File: src/rtl/ftx_pkg.sv
package ftx_pkg;

   localparam int LEN_W = 6;

   typedef enum logic [1:0] {
      ST_IDLE,
      ST_SYNC,
      ST_DATA
   } ftx_state_e;

   // bits per word for a length code; 0 for reserved codes
   function automatic logic [LEN_W-1:0] code_bits(input logic [2:0] code);
      case (code)
         3'd0:    return 6'd8;
         3'd1:    return 6'd12;
         3'd2:    return 6'd16;
         3'd3:    return 6'd20;
         3'd4:    return 6'd24;
         3'd5:    return 6'd32;
         default: return 6'd0;
      endcase
   endfunction

   function automatic logic code_legal(input logic [2:0] code);
      return code <= 3'd5;
   endfunction

endpackage

File: src/rtl/ftx_cfg_check.sv
module ftx_cfg_check
   import ftx_pkg::*;
#(
   parameter int CNT_W    = 7,
   parameter int MAX_BITS = 4096
) (
   input  logic             dual,
   input  logic [CNT_W-1:0] cnt_a,
   input  logic [CNT_W-1:0] cnt_b,
   input  logic [2:0]       len_a,
   input  logic [2:0]       len_b,
   output logic             bad
);
   localparam int WC_W   = CNT_W + 1;
   localparam int PROD_W = WC_W + LEN_W;
   localparam int SUM_W  = PROD_W + 1;

   logic [WC_W-1:0]   words_a, words_b;
   logic [PROD_W-1:0] bits_a, bits_b;
   logic [SUM_W-1:0]  total;
   logic              code_bad;

   always_comb begin
      words_a  = {1'b0, cnt_a} + WC_W'(1);
      words_b  = {1'b0, cnt_b} + WC_W'(1);
      bits_a   = PROD_W'(words_a) * PROD_W'(code_bits(len_a));
      bits_b   = dual ? PROD_W'(words_b) * PROD_W'(code_bits(len_b)) : '0;
      total    = SUM_W'(bits_a) + SUM_W'(bits_b);
      code_bad = !code_legal(len_a) || (dual && !code_legal(len_b));
      bad      = code_bad || (total > SUM_W'(MAX_BITS));
   end

endmodule

File: src/rtl/ftx_phase_seq.sv
module ftx_phase_seq
   import ftx_pkg::*;
#(
   parameter int CNT_W = 7
) (
   input  logic             clk,
   input  logic             rst_n,
   input  logic             start,
   input  logic             cfg_bad,
   input  logic             dual,
   input  logic [CNT_W-1:0] cnt_a,
   input  logic [CNT_W-1:0] cnt_b,
   input  logic [2:0]       len_a,
   input  logic [2:0]       len_b,
   output logic             fs,
   output logic             active,
   output logic             busy,
   output logic             load,
   output logic [LEN_W-1:0] load_len,
   output logic             cfg_err
);
   ftx_state_e       state;
   logic             dual_q, phase_q;
   logic [CNT_W-1:0] cnt_a_q, cnt_b_q, word_q;
   logic [LEN_W-1:0] bits_a_q, bits_b_q, bit_q;

   logic [LEN_W-1:0] cur_len;
   logic [CNT_W-1:0] cur_cnt;
   logic             word_end, last_word, final_slot, to_phase_b;

   always_comb begin
      cur_len    = phase_q ? bits_b_q : bits_a_q;
      cur_cnt    = phase_q ? cnt_b_q : cnt_a_q;
      word_end   = (state == ST_DATA) && (bit_q == cur_len - LEN_W'(1));
      last_word  = (word_q == cur_cnt);
      final_slot = last_word && (phase_q || !dual_q);
      to_phase_b = word_end && last_word && !phase_q && dual_q;
      load       = (state == ST_SYNC) || (word_end && !final_slot);
      load_len   = to_phase_b ? bits_b_q : cur_len;
      active     = (state == ST_DATA);
      busy       = (state != ST_IDLE);
   end

   always_ff @(posedge clk or negedge rst_n) begin
      if (!rst_n) begin
         state    <= ST_IDLE;
         fs       <= 1'b0;
         cfg_err  <= 1'b0;
         dual_q   <= 1'b0;
         phase_q  <= 1'b0;
         cnt_a_q  <= '0;
         cnt_b_q  <= '0;
         bits_a_q <= '0;
         bits_b_q <= '0;
         word_q   <= '0;
         bit_q    <= '0;
      end else begin
         fs      <= 1'b0;
         cfg_err <= 1'b0;
         case (state)
            ST_IDLE: begin
               if (start) begin
                  if (cfg_bad) begin
                     cfg_err <= 1'b1;
                  end else begin
                     state    <= ST_SYNC;
                     fs       <= 1'b1;
                     dual_q   <= dual;
                     cnt_a_q  <= cnt_a;
                     cnt_b_q  <= cnt_b;
                     bits_a_q <= code_bits(len_a);
                     bits_b_q <= code_bits(len_b);
                     phase_q  <= 1'b0;
                  end
               end
            end
            ST_SYNC: begin
               state  <= ST_DATA;
               word_q <= '0;
               bit_q  <= '0;
            end
            ST_DATA: begin
               if (word_end) begin
                  bit_q <= '0;
                  if (final_slot) begin
                     state <= ST_IDLE;
                  end else if (to_phase_b) begin
                     phase_q <= 1'b1;
                     word_q  <= '0;
                  end else begin
                     word_q <= word_q + CNT_W'(1);
                  end
               end else begin
                  bit_q <= bit_q + LEN_W'(1);
               end
            end
            default: state <= ST_IDLE;
         endcase
      end
   end

endmodule

File: src/rtl/ftx_shifter.sv
module ftx_shifter
   import ftx_pkg::*;
#(
   parameter int DATA_W = 32
) (
   input  logic              clk,
   input  logic              rst_n,
   input  logic              load,
   input  logic              active,
   input  logic              valid,
   input  logic [DATA_W-1:0] din,
   input  logic [LEN_W-1:0]  len,
   output logic              sd,
   output logic              underrun
);
   logic [DATA_W-1:0] sh;
   logic [LEN_W-1:0]  align;

   always_comb begin
      align = LEN_W'(DATA_W) - len;
      sd    = active && sh[DATA_W-1];
   end

   always_ff @(posedge clk or negedge rst_n) begin
      if (!rst_n) begin
         sh       <= '0;
         underrun <= 1'b0;
      end else begin
         underrun <= 1'b0;
         if (load) begin
            sh       <= valid ? (din << align) : '0;
            underrun <= !valid;
         end else if (active) begin
            sh <= sh << 1;
         end
      end
   end

endmodule

File: src/rtl/frame_tx.sv
module frame_tx
   import ftx_pkg::*;
#(
   parameter int DATA_W   = 32,
   parameter int CNT_W    = 7,
   parameter int MAX_BITS = 4096
) (
   input  logic              clk,
   input  logic              rst_n,
   input  logic              start,
   input  logic              dual,
   input  logic [CNT_W-1:0]  cnt_a,
   input  logic [CNT_W-1:0]  cnt_b,
   input  logic [2:0]        len_a,
   input  logic [2:0]        len_b,
   input  logic              in_valid,
   input  logic [DATA_W-1:0] in_data,
   output logic              in_ready,
   output logic              fs,
   output logic              sd,
   output logic              busy,
   output logic              cfg_err,
   output logic              underrun
);
   localparam int SUM_LIMIT = 1 << (CNT_W + 2 + LEN_W);

   generate
      if (DATA_W < 32 || DATA_W >= 64) begin : g_bad_width
         $error("frame_tx: DATA_W must lie in 32..63");
      end
      if (CNT_W < 1 || CNT_W > 12) begin : g_bad_cnt
         $error("frame_tx: CNT_W out of range");
      end
      if (MAX_BITS < 8 || MAX_BITS >= SUM_LIMIT) begin : g_bad_max
         $error("frame_tx: MAX_BITS not representable");
      end
   endgenerate

   logic             cfg_bad;
   logic             active, load;
   logic [LEN_W-1:0] load_len;

   ftx_cfg_check #(.CNT_W(CNT_W), .MAX_BITS(MAX_BITS)) u_check (
      .dual  (dual),
      .cnt_a (cnt_a),
      .cnt_b (cnt_b),
      .len_a (len_a),
      .len_b (len_b),
      .bad   (cfg_bad)
   );

   ftx_phase_seq #(.CNT_W(CNT_W)) u_seq (
      .clk      (clk),
      .rst_n    (rst_n),
      .start    (start),
      .cfg_bad  (cfg_bad),
      .dual     (dual),
      .cnt_a    (cnt_a),
      .cnt_b    (cnt_b),
      .len_a    (len_a),
      .len_b    (len_b),
      .fs       (fs),
      .active   (active),
      .busy     (busy),
      .load     (load),
      .load_len (load_len),
      .cfg_err  (cfg_err)
   );

   ftx_shifter #(.DATA_W(DATA_W)) u_shift (
      .clk      (clk),
      .rst_n    (rst_n),
      .load     (load),
      .active   (active),
      .valid    (in_valid),
      .din      (in_data),
      .len      (load_len),
      .sd       (sd),
      .underrun (underrun)
   );

   assign in_ready = load;

endmodule

File: config.mk
export PLATFORM = sky130hd
export DESIGN_NAME = frame_tx
export DESIGN_NICKNAME = d
export VERILOG_FILES = /design/src/rtl/ftx_pkg.sv /design/src/rtl/ftx_cfg_check.sv /design/src/rtl/ftx_phase_seq.sv /design/src/rtl/ftx_shifter.sv /design/src/rtl/frame_tx.sv
export SDC_FILE = /design/constraint.sdc
export NUM_CORES = 1
export LEC_CHECK = 0
export BUFFER_PORTS_ARGS = -buffer_cell sky130_fd_sc_hd__buf_2
export CAP_MARGIN = 5
export CORE_AREA = 5 5 148 150
export CTS_CLUSTER_DIAMETER = 50
export DETAILED_ROUTE_END_ITERATION = 10
export DIE_AREA = 0 0 153 155
export SYNTH_ARGS = -nofsm -noshare
export SYNTH_HDL_FRONTEND = slang
export SYNTH_SLANG_ARGS = --single-unit
File: constraint.sdc
create_clock -name clk -period 8.2 [get_ports clk]
set_input_delay 0 -clock clk [delete_from_list [all_inputs] [get_ports clk]]
set_output_delay 0 -clock clk [all_outputs]
set_load 0.05 [all_outputs]
---- Word-level counts from Yosys, hierarchy flattened ----
Cells that the tools add are included.
W data, S select, Z words.
operators by class
  $mul .................................... 2
  shifts and indexed selects .............. 1
  equality and inequality tests ........... 20
  add/subtract/negate cells ............... 7
  reductions and logical operators ........ 29
  muxes and demuxes ....................... 33
  bitwise operators ....................... 1
  order comparisons ....................... 3
operators with widths
  cell                    count
  $mux W32                3
  $pmux W6 S6             2
  $shl A32 B6 Y32         1
  $mul A8 B6 Y14          2
  $mux W7                 4
  $mux W6                 3
  $add A7 B1 Y8 const B   2
  $add A14 B14 Y15        1
  $gt A15 B13 Y1 const B  1
  $mux W14                1
  $pmux W7 S2             1
  $eq A3 B2 Y1 const B    4
  $eq A3 B3 Y1 const B    4
  $mux W1                 12
  $ne A2 B2 Y1 const B    6
  $pmux W6 S2             1
  $logic_and A1 B1 Y1     8
  $mux W2                 4
  $reduce_bool A2 Y1      4
  $add A7 B1 Y7 const B   1
  $eq A7 B7 Y1            1
  $add A6 B1 Y6 const B   1
  $eq A3 B1 Y1 const B    2
  $eq A6 B6 Y1            1
  other kinds (15)        26
word-level totals
  logic and storage cells ................. 109
  bits in registers ....................... 78
  bits of input ports ..................... 57
  output and inout bits ................... 6

---- Depth between registers and ports, before layout ----
Gate-level depths: netlist of the first run.
  word-level depth ........................ 12
  gate-level depth with buffers ........... 30
  depth with buffers taken out ............ 28

---- Cells and area by module ----
A second synthesis of the first run with hierarchy kept.
unflattened totals
  cells, all modules ...................... 926
  area, all modules ....................... 8,431.8 sq um
by module, submodules not included
  module         sequential area each (sq um)  instances  area each (sq um)  cells an instance
  ftx_shifter    825.8                         1          3,395.8            343
  ftx_cfg_check  0.0                           1          2,727.6            341
  ftx_phase_seq  1,026.0                       1          2,308.5            242

---- Least setup slack after synthesis of the first run ----
OpenSTA, ideal clock, no wires.
  path type ............................... in2reg
  start point ............................. input len_b[2]
  end point ............................... register u_seq.cnt_a_q[4]
  stages on the path ...................... 25
  path buffers ............................ 3
  setup slack ............................. 2.224 ns
  setup time .............................. 0.125 ns
  required time ........................... 8.075 ns
  arrival time ............................ 5.851 ns
  cell sequence ........................... clkbuf_1 > mux2i_1 > nor2_1 > fa_1 > fa_1 > ha_1 > ha_1 > a21o_1 > a21oi_1 > o21ai_0 > a21oi_1 > xnor2_1 > nand2_1 > fa_1 > inv_1 > ha_1 > nand2_1 > o31ai_1 > xor2_1 > nor4_1 > a32o_1 > and3b_1 > buf_2 > buf_2 > mux2_2
between the ends
  cells in the longest elaborated chain, start to end .. 9
  elaborated cells on any way between the ends .. 18
  classes of those cells .................. add/sub: 1; mul: 1; order compare: 2; eq/ne: 5; mux: 2; bitwise: 1; reduce/logical: 6
ends and longest elaborated chain
  element                                     line                 text
  start, declared                             frame_tx.sv:15       input logic [2:0] len_b,
  $eq A3 B3 Y1, or another cell as far along  ftx_pkg.sv:13        case (code)
  $pmux W6 S6                                 ftx_pkg.sv:13
  $mul A8 B6 Y14                              ftx_cfg_check.sv:27  bits_b = dual ? PROD_W'(words_b) * PROD_W'(code_bits(len_b)) : '0;
  $mux W14                                    ftx_cfg_check.sv:27
  $add A14 B14 Y15                            ftx_cfg_check.sv:28  total = SUM_W'(bits_a) + SUM_W'(bits_b);
  $gt A15 B13 Y1                              ftx_cfg_check.sv:30  bad = code_bad || (total > SUM_W'(MAX_BITS));
  $logic_or A1 B1 Y1 *                        ftx_cfg_check.sv:30
  $not A1 Y1 (no source line) *               n/a
  $reduce_and A3 Y1 (no source line) *        n/a
  end signal, assigned                        ftx_phase_seq.sv:69  cnt_a_q <= cnt_a;
  end, declared                               ftx_phase_seq.sv:24  logic [CNT_W-1:0] cnt_a_q, cnt_b_q, word_q;
Every way passes the cells marked *; elsewhere a longest branch is shown, timed or not.
A chain may end at the register's enable or synchronous reset.

---- Final worst setup path of the first run ----
  start point ............................. input cnt_b[1]
  end point ............................... register u_seq.bits_b_q[3]
between the ends
  cells in the longest elaborated chain, start to end .. 8
ends and longest elaborated chain
  element                             line                 text
  start, declared                     frame_tx.sv:13       input logic [CNT_W-1:0] cnt_b,
  $add A7 B1 Y8                       ftx_cfg_check.sv:25  words_b = {1'b0, cnt_b} + WC_W'(1);
  $mul A8 B6 Y14                      ftx_cfg_check.sv:27
  $mux W14                            ftx_cfg_check.sv:27
  $add A14 B14 Y15                    ftx_cfg_check.sv:28
  $gt A15 B13 Y1                      ftx_cfg_check.sv:30
  $logic_or A1 B1 Y1                  ftx_cfg_check.sv:30
  $not A1 Y1 (no source line)         n/a
  $reduce_and A3 Y1 (no source line)  n/a
  end signal, assigned                ftx_phase_seq.sv:72  bits_b_q <= code_bits(len_b);
  end, declared                       ftx_phase_seq.sv:25  logic [LEN_W-1:0] bits_a_q, bits_b_q, bit_q;
No other way between the ends.

==> results.py, run 1 <==
metrics = {
    "power": {
        "power.density_nw_per_um2": 322.7,
        "ir_drop_v": 0.0002077,
        "finalPower_mw": 2.906,
        "leakage_nw": 4.188,
    },
    "floorplanning": {
        "die_width_um": 153,
        "start_util_pct": 39.09,
        "fp.dieH_um": 155,
        "core_area_sq_um": 20560,
        "dieArea_sq_um": 23720,
        "rows": 53,
        "ios": 63,
    },
    "setup_path": {
        "cp-start-kind": "input port",
        "required_ns": 8.42,
        "worst_setup_path_end_kind": "flip-flop",
        "cp.arrival_ns": 7.22,
        "r2r_cells": 17,
        "cp_max_fo": 24,
        "worstSetupPathType": "input port to flip-flop",
        "max_stage_delay_ns": 0.90,
        "reg2reg_to": "u_shift.sh[14]$_DFFE_PN0P_",
        "r2r_slack_ns": 2.65,
        "startpoint": "cnt_b[1]",
        "cp_common_cell": "ha_1",
        "crit_path_top_delay_cell": "and3b_1",
        "r2r-start": "u_seq.phase_q$_DFFE_PN0P_",
        "crit_end": "u_seq.bits_b_q[3]$_DFFE_PN0P_",
    },
    "clock_network": {
        "root_buffer": "clkbuf_16",
        "htreeDepth": 3,
        "clk_latency_ns": 0.34,
        "postCtsSetupBuffers": 0,
        "cts_tree": "built",
        "cts_sinks": 74,
        "hold_buffers": 15,
        "cts_resized": 0,
        "cts.path.max_buffers": 2,
        "clk_pin_slew_worst_paths_ns": 0.07,
        "numCtsBuffers": 9,
    },
    "timing": {
        "clock_skew_ns": 0.01182,
        "finalCritPeriodShare_pct": 85.29,
        "hold_viol_final": 0,
        "worstMarginPinSlew_ns": 1.073,
        "max-slew-margin-rel_pct": 28.46,
        "min_period_ns": 6.994,
        "rsz0062_at_grt": "no",
        "fin_setup_tns_ns": 0,
        "finalMaxSlewViolations": 0,
        "setup_violations": 0,
        "max_freq_mhz": 143.0,
    },
    "yosys": {
        "ys_seq_elements": 74,
        "yosys.area.top_type": "dfrtp_1",
        "yosys_warnings": 0,
        "yosysSeqAreaShare_pct": 23.04,
        "async_flop_share_pct": 100.0,
        "netlist_top_cells_count": "120 x nor2_1, 75 x inv_1, 74 x dfrtp_1",
        "syn_nets": 1100,
        "synth_top_area_share_pct": 23.04,
        "synth.area.mux_share_pct": 11.52,
        "synthSimpleGateAreaFrac_pct": 19.40,
        "synth_fa_ha_area_share_pct": 18.37,
        "synth_compound_area_share_pct": 15.97,
        "synth_most_common_cell": "nor2_1",
        "post_synth.cell_area_avg_sq_um": 8.495,
        "synth_top_family_by_area": "simple AND/OR/NAND/NOR gates",
        "netlist_instances": 946,
        "synth_cell_types": 70,
        "synthFlopType": "dfrtp_1",
        "netlist_area_sq_um": 8036,
        "synth_edf_count": 0,
        "synthXorXnorAreaFrac_pct": 5.325,
        "synth_area_leaders": "dfrtp_1 23%, ha_1 9.7%, fa_1 8.7%, mux2i_1 6.0%, nor2_1 5.6%",
    },
    "cells_and_area": {
        "utilization_pct": 43.80,
        "seqCellArea_sq_um": 1852,
        "diodes": 0,
        "multi_input_area_sq_um": 5683,
        "fill_cells": 2059,
        "drive_gt1_share_pct": 14.27,
        "layout.nets": 1151,
        "fin_cells": 1277,
        "areaGrowthSynthToFinish_pct": 12.05,
    },
    "place": {
        "place_congestion": 0.8535,
        "dp.cells": 1246,
        "io_buffer_count": 62,
        "dp_hpwl_um": 16240,
    },
    "routing": {
        "via_count": 7072,
        "drc": 0,
        "m1WireLength_um": 10360,
        "finalWirelength_um": 21650,
        "dr_wl_met3_um": 1024,
        "postRouteAntennaNets": 0,
        "wl_per_cell_um": 16.96,
        "dr.first_iter.drc_count": 462,
        "vias_per_cell": 5.538,
        "firstDrtPassIters": 7,
        "wl_met2_um": 10040,
        "top_layer": "met4",
    },
    "global_route": {
        "gr-total-overflow": 0,
        "grt_pass1_vias": 6781,
        "antenna_found_initial": 0,
        "grt_start_max_net_pins": 75,
        "grt_pass1_wl_um": 35400,
        "track_usage_pct": 17.88,
    },
    "status": {
        "outcome": "complete, no violations",
    },
    "job": {
        "cap_violations": 0,
    },
    "min_path": {
        "hold_path.class": "input port to flip-flop",
    },
}
[cells in the final DEF (no fill, tap or decap), types with 12 or more instances in the layout]
cell and count:
xnor2_1 18, dfrtp_1 74, nand3_1 21, dlygate4sd3_1 15
inv_1 75, nor2_1 120, mux2_2 28, and3_1 16
buf_4 12, nor3_1 25, a31oi_1 12, o21ai_0 42
fa_1 35, buf_2 61, nand4_1 13, xor2_1 24
nand2_1 66, mux2i_1 48, o31ai_1 12, a21oi_1 52
ha_1 62, and2_1 18
[metal layers]
layer  vias up  track usage (%)
li1       3441                -
met1      3429            26.01
met2       187            28.68
met3        15            2.670
met4         0            3.182
met5         -                0
[power by group]
group          switching [mW]  internal [mW]  total (mW)
registers              0.0994          0.525       0.624
clock network           0.181          0.214       0.395
logic                    1.17          0.719        1.89
[final cells by class]
cell class | instances | area share (%)
Sequential cell | 74 | 20.56
Inverter | 77 | 3.210
Tap cell | 275 | 3.821
Timing Repair Buffer | 88 | 6.058
Clock buffer | 9 | 2.501
Clock inverter | 7 | 0.7364
Multi-Input combinational cell | 747 | 63.11
[per-stage QoR]
step	setup WS, ns	hold slack, ns	instance area [sq um]
CTS	1.204	0.009388	9005
global placement	1.464	0.2038	8563
detailed placement	1.256	0.2144	8563
finish	1.206	0.02223	9005
floorplan	2.224	-0.2956	8036
global route	0.7280	0.01729	9005
[registers in the layout, indices dropped and copies added (netlist names), 2 cells and up]
signal / count
u_shift.sh: 32
u_seq.cnt_a_q: 7
u_seq.cnt_b_q: 7
u_seq.word_q: 7
u_seq.bit_q: 6
u_seq.bits_a_q: 4
u_seq.bits_b_q: 4
u_seq.state: 2
[worst min-delay path by stage]
stage,startpoint,endpoint,depth (start not counted)
after detailed placement,rst_n,u_shift.underrun$_DFF_PN0_,1
after CTS,in_data[0],u_shift.sh[0]$_DFFE_PN0P_,3
final,cnt_a[5],u_seq.cnt_a_q[5]$_DFFE_PN0P_,2
after global routing,in_data[0],u_shift.sh[0]$_DFFE_PN0P_,3
after floorplan,rst_n,u_seq.bit_q[0]$_DFFE_PN0P_,0
after global placement,rst_n,u_shift.underrun$_DFF_PN0_,1
[cell families (layout without fill, tap and decap cells)]
kind of cell / after synthesis / in the layout
AND/OR/NAND/NOR: 326 / 326
buffers and inverters: 125 / 181
XOR/XNOR: 45 / 45
multiplexers: 83 / 83
flip-flops: 74 / 74
AO/OA/AOI/OAI: 196 / 196
adder cells (fa/ha/maj): 97 / 97
[worst max-delay path: cells and delay by family]
kind                     cells  cell delay [ns]
AO/OA/AOI/OAI                6             1.29
XOR/XNOR                     3             0.61
adder cells (fa/ha/maj)      7             2.68
buffers and inverters        3             0.72
multiplexers                 1             0.42
AND/OR/NAND/NOR              5             1.51
No activity file was read; power rests on OpenSTA's default activity.
==> inputs of run 2 (changes only) <==
--- a/config.mk
+++ b/config.mk
@@ -7,10 +7,11 @@
 export LEC_CHECK = 0
 export BUFFER_PORTS_ARGS = -buffer_cell sky130_fd_sc_hd__buf_2
 export CAP_MARGIN = 5
-export CORE_AREA = 5 5 148 150
+export CORE_AREA = 5 5 158 160
 export CTS_CLUSTER_DIAMETER = 50
 export DETAILED_ROUTE_END_ITERATION = 10
-export DIE_AREA = 0 0 153 155
+export DIE_AREA = 0 0 163 165
+export SKIP_CTS_REPAIR_TIMING = 1
 export SYNTH_ARGS = -nofsm -noshare
 export SYNTH_HDL_FRONTEND = slang
 export SYNTH_SLANG_ARGS = --single-unit
==> run 2 against run 1 <==
Against the previous run:
- non-clock buffer count is 2 higher
- flip-flop and latch count stayed put
- global-route usage is 1.4 points lower
- via count is 1.0% higher
- clock power hardly changed
- highest routed layer unchanged
- sequential share of layout area is 0.16 points lower
- clock skew is 0.00058 ns lower
- setup slack better by 0.11 ns
- count of clock-buffer cells in the layout stayed put
- critical path type unchanged
- core utilization is 4.8 points lower
- sequential power hardly changed
==> results.py, run 2 (synthesized netlist as in run 1, its figures left out) <==
metrics = {
    "cells_and_area": {
        "largest_reg_flops": 32,
        "drive_gt1_share_pct": 14.44,
        "final_cell_mix": "120 x nor2_1, 75 x inv_1, 74 x dfrtp_1",
        "layout.nets": 1153,
        "diodes": 0,
        "areaGrowthSynthToFinish_pct": 12.92,
        "mostFrequentLayoutCell": "nor2_1",
        "fill_cells": 2436,
        "regMostFlops": "u_shift.sh",
        "final_cell_area_sq_um": 9075,
    },
    "timing": {
        "clock_skew_ns": 0.01123,
        "finalCritPeriodShare_pct": 83.96,
        "rsz0062_at_grt": "no",
        "min_period_ns": 6.885,
        "finalMaxSlewViolations": 0,
        "setup_violations": 0,
        "max_freq_mhz": 145.2,
        "fin_hold_ws_ns": 0.004490,
        "fin_setup_tns_ns": 0,
        "max-slew-margin-rel_pct": 36.88,
        "worstMarginPinSlew_ns": 0.9410,
        "hold_viol_final": 0,
        "layout_setup_ws_ns": 1.315,
    },
    "routing": {
        "finalWirelength_um": 22340,
        "via_count": 7144,
        "wl_per_cell_um": 16.89,
        "firstDrtPassIters": 6,
        "dr.first_iter.drc_count": 566,
        "vias_per_cell": 5.400,
        "postRouteAntennaNets": 0,
        "drc": 0,
    },
    "place": {
        "dpl_worst_slack_ns": 1.302,
        "io_buffer_count": 62,
        "dp_hpwl_um": 16890,
        "place_area_sq_um": 8633,
        "place_congestion": 0.8843,
    },
    "setup_path": {
        "worst_setup_path_end_kind": "flip-flop",
        "max_stage_delay_ns": 0.54,
        "worstSetupPathType": "input port to flip-flop",
        "cp-start-kind": "input port",
        "required_ns": 8.43,
        "reg2reg_to": "u_shift.sh[29]$_DFFE_PN0P_",
        "crit_path_top_delay_cell": "dlygate4sd3_1",
        "r2r-start": "u_seq.bits_b_q[2]$_DFFE_PN0P_",
        "cp_common_cell": "ha_1",
        "cp_max_fo": 16,
        "r2r_slack_ns": 2.70,
        "r2r_cells": 18,
        "cp.arrival_ns": 7.12,
    },
    "global_route": {
        "grt_util_met3_pct": 2.546,
        "track_usage_pct": 16.50,
        "antenna_found_initial": 0,
        "grt_start_max_net_pins": 67,
        "grt_pass1_wl_um": 35970,
        "gr-total-overflow": 0,
        "grtUsageMet1_pct": 23.57,
        "grt-busiest-layer": "met2",
        "grt_pass1_vias": 6826,
        "use_met2_pct": 26.45,
    },
    "clock_network": {
        "cts_tree": "built",
        "clk_latency_ns": 0.35,
        "numCtsBuffers": 9,
        "cts.path.max_buffers": 2,
        "root_buffer": "clkbuf_16",
        "htreeDepth": 3,
        "clk_pin_slew_worst_paths_ns": 0.07,
        "cts_sinks": 74,
    },
    "floorplanning": {
        "dieArea_sq_um": 26900,
        "fp.dieH_um": 165,
        "start_util_pct": 34.55,
        "die_width_um": 163,
        "core_area_sq_um": 23260,
        "rows": 56,
        "ios": 63,
    },
    "power": {
        "finalPower_mw": 2.911,
        "power.density_nw_per_um2": 320.8,
        "ir_drop_v": 0.0002264,
        "switching_share_pct": 49.90,
        "switchingPower_mw": 1.453,
        "pwr-share-seq_pct": 21.4,
        "pwr-share-comb_pct": 64.9,
        "p_int_mw": 1.458,
        "leakage_nw": 4.198,
        "clkPwrFrac_pct": 13.6,
    },
    "min_path": {
        "min_to": "u_seq.cnt_a_q[2]$_DFFE_PN0P_",
        "min-delay-start": "cnt_a[2]",
        "holdPathStages": 2,
        "hold_path.class": "input port to flip-flop",
    },
    "status": {
        "outcome": "complete, no violations",
    },
    "job": {
        "cap_violations": 0,
    },
}
==> run 2: area by class of cell <==
cell class / count / area, sq um / share of cell area, %
clock buffers: 9 / 225.2 / 2.482
clock inverters: 7 / 66.31 / 0.7307
inverters: 77 / 289.0 / 3.185
multi-input cells: 747 / 5683 / 62.62
flip-flops and latches: 74 / 1852 / 20.41
well taps: 319 / 399.1 / 4.398
repair buffers: 90 / 560.5 / 6.177
==> run 2: per-layer routing <==
layer / up-vias / share of wire, %
met2: 188 / 47
met5: - / 0
met3: 23 / 5.2
li1: 3443 / -
met1: 3490 / 46
met4: 0 / 1.5
==> run 2: worst max-delay path: cells and delay by family <==
| family | cells | cell delay [ns] |
|---|---|---|
| AO/OA/AOI/OAI | 5 | 1.14 |
| XOR/XNOR | 3 | 0.57 |
| adder cells (fa/ha/maj) | 7 | 2.69 |
| buffers and inverters | 4 | 1.06 |
| multiplexers | 1 | 0.36 |
| AND/OR/NAND/NOR | 6 | 1.28 |
==> run 2: per-stage QoR <==
step	cells	utilization (%)
2_1_floorplan	946	-
3_3_place_gp	1292	37.11
3_5_place_dp	1292	37.11
4_1_cts	1308	38.37
5_1_grt	1323	39.01
6_report	1323	39.01
==> run 2: worst max path at each step <==
stage,from,to,slack (ns),depth (start not counted)
floorplan,len_b[2],u_seq.cnt_a_q[4]$_DFFE_PN0P_,2.22,25
finish,cnt_b[1],u_seq.cnt_a_q[4]$_DFFE_PN0P_,1.31,26
global placement,len_b[2],u_seq.cnt_b_q[6]$_DFFE_PN0P_,1.49,24
detailed placement,len_b[2],u_seq.cnt_b_q[4]$_DFFE_PN0P_,1.30,24
global route,cnt_b[1],u_seq.cnt_b_q[0]$_DFFE_PN0P_,0.82,26
CTS,len_b[2],u_seq.cnt_a_q[4]$_DFFE_PN0P_,1.65,24
==> run 2: power by group through the flow <==
| stage | logic (mW) | registers, mW | clock network (mW) |
|---|---|---|---|
| finish | 1.89 | 0.624 | 0.397 |
| global route | 2.09 | 0.643 | 0.420 |
| CTS | 1.88 | 0.623 | 0.405 |
| detailed placement | 1.88 | 0.627 | 0 |
| global placement | 1.85 | 0.625 | 0 |
| floorplan | 1.44 | 0.611 | 0 |
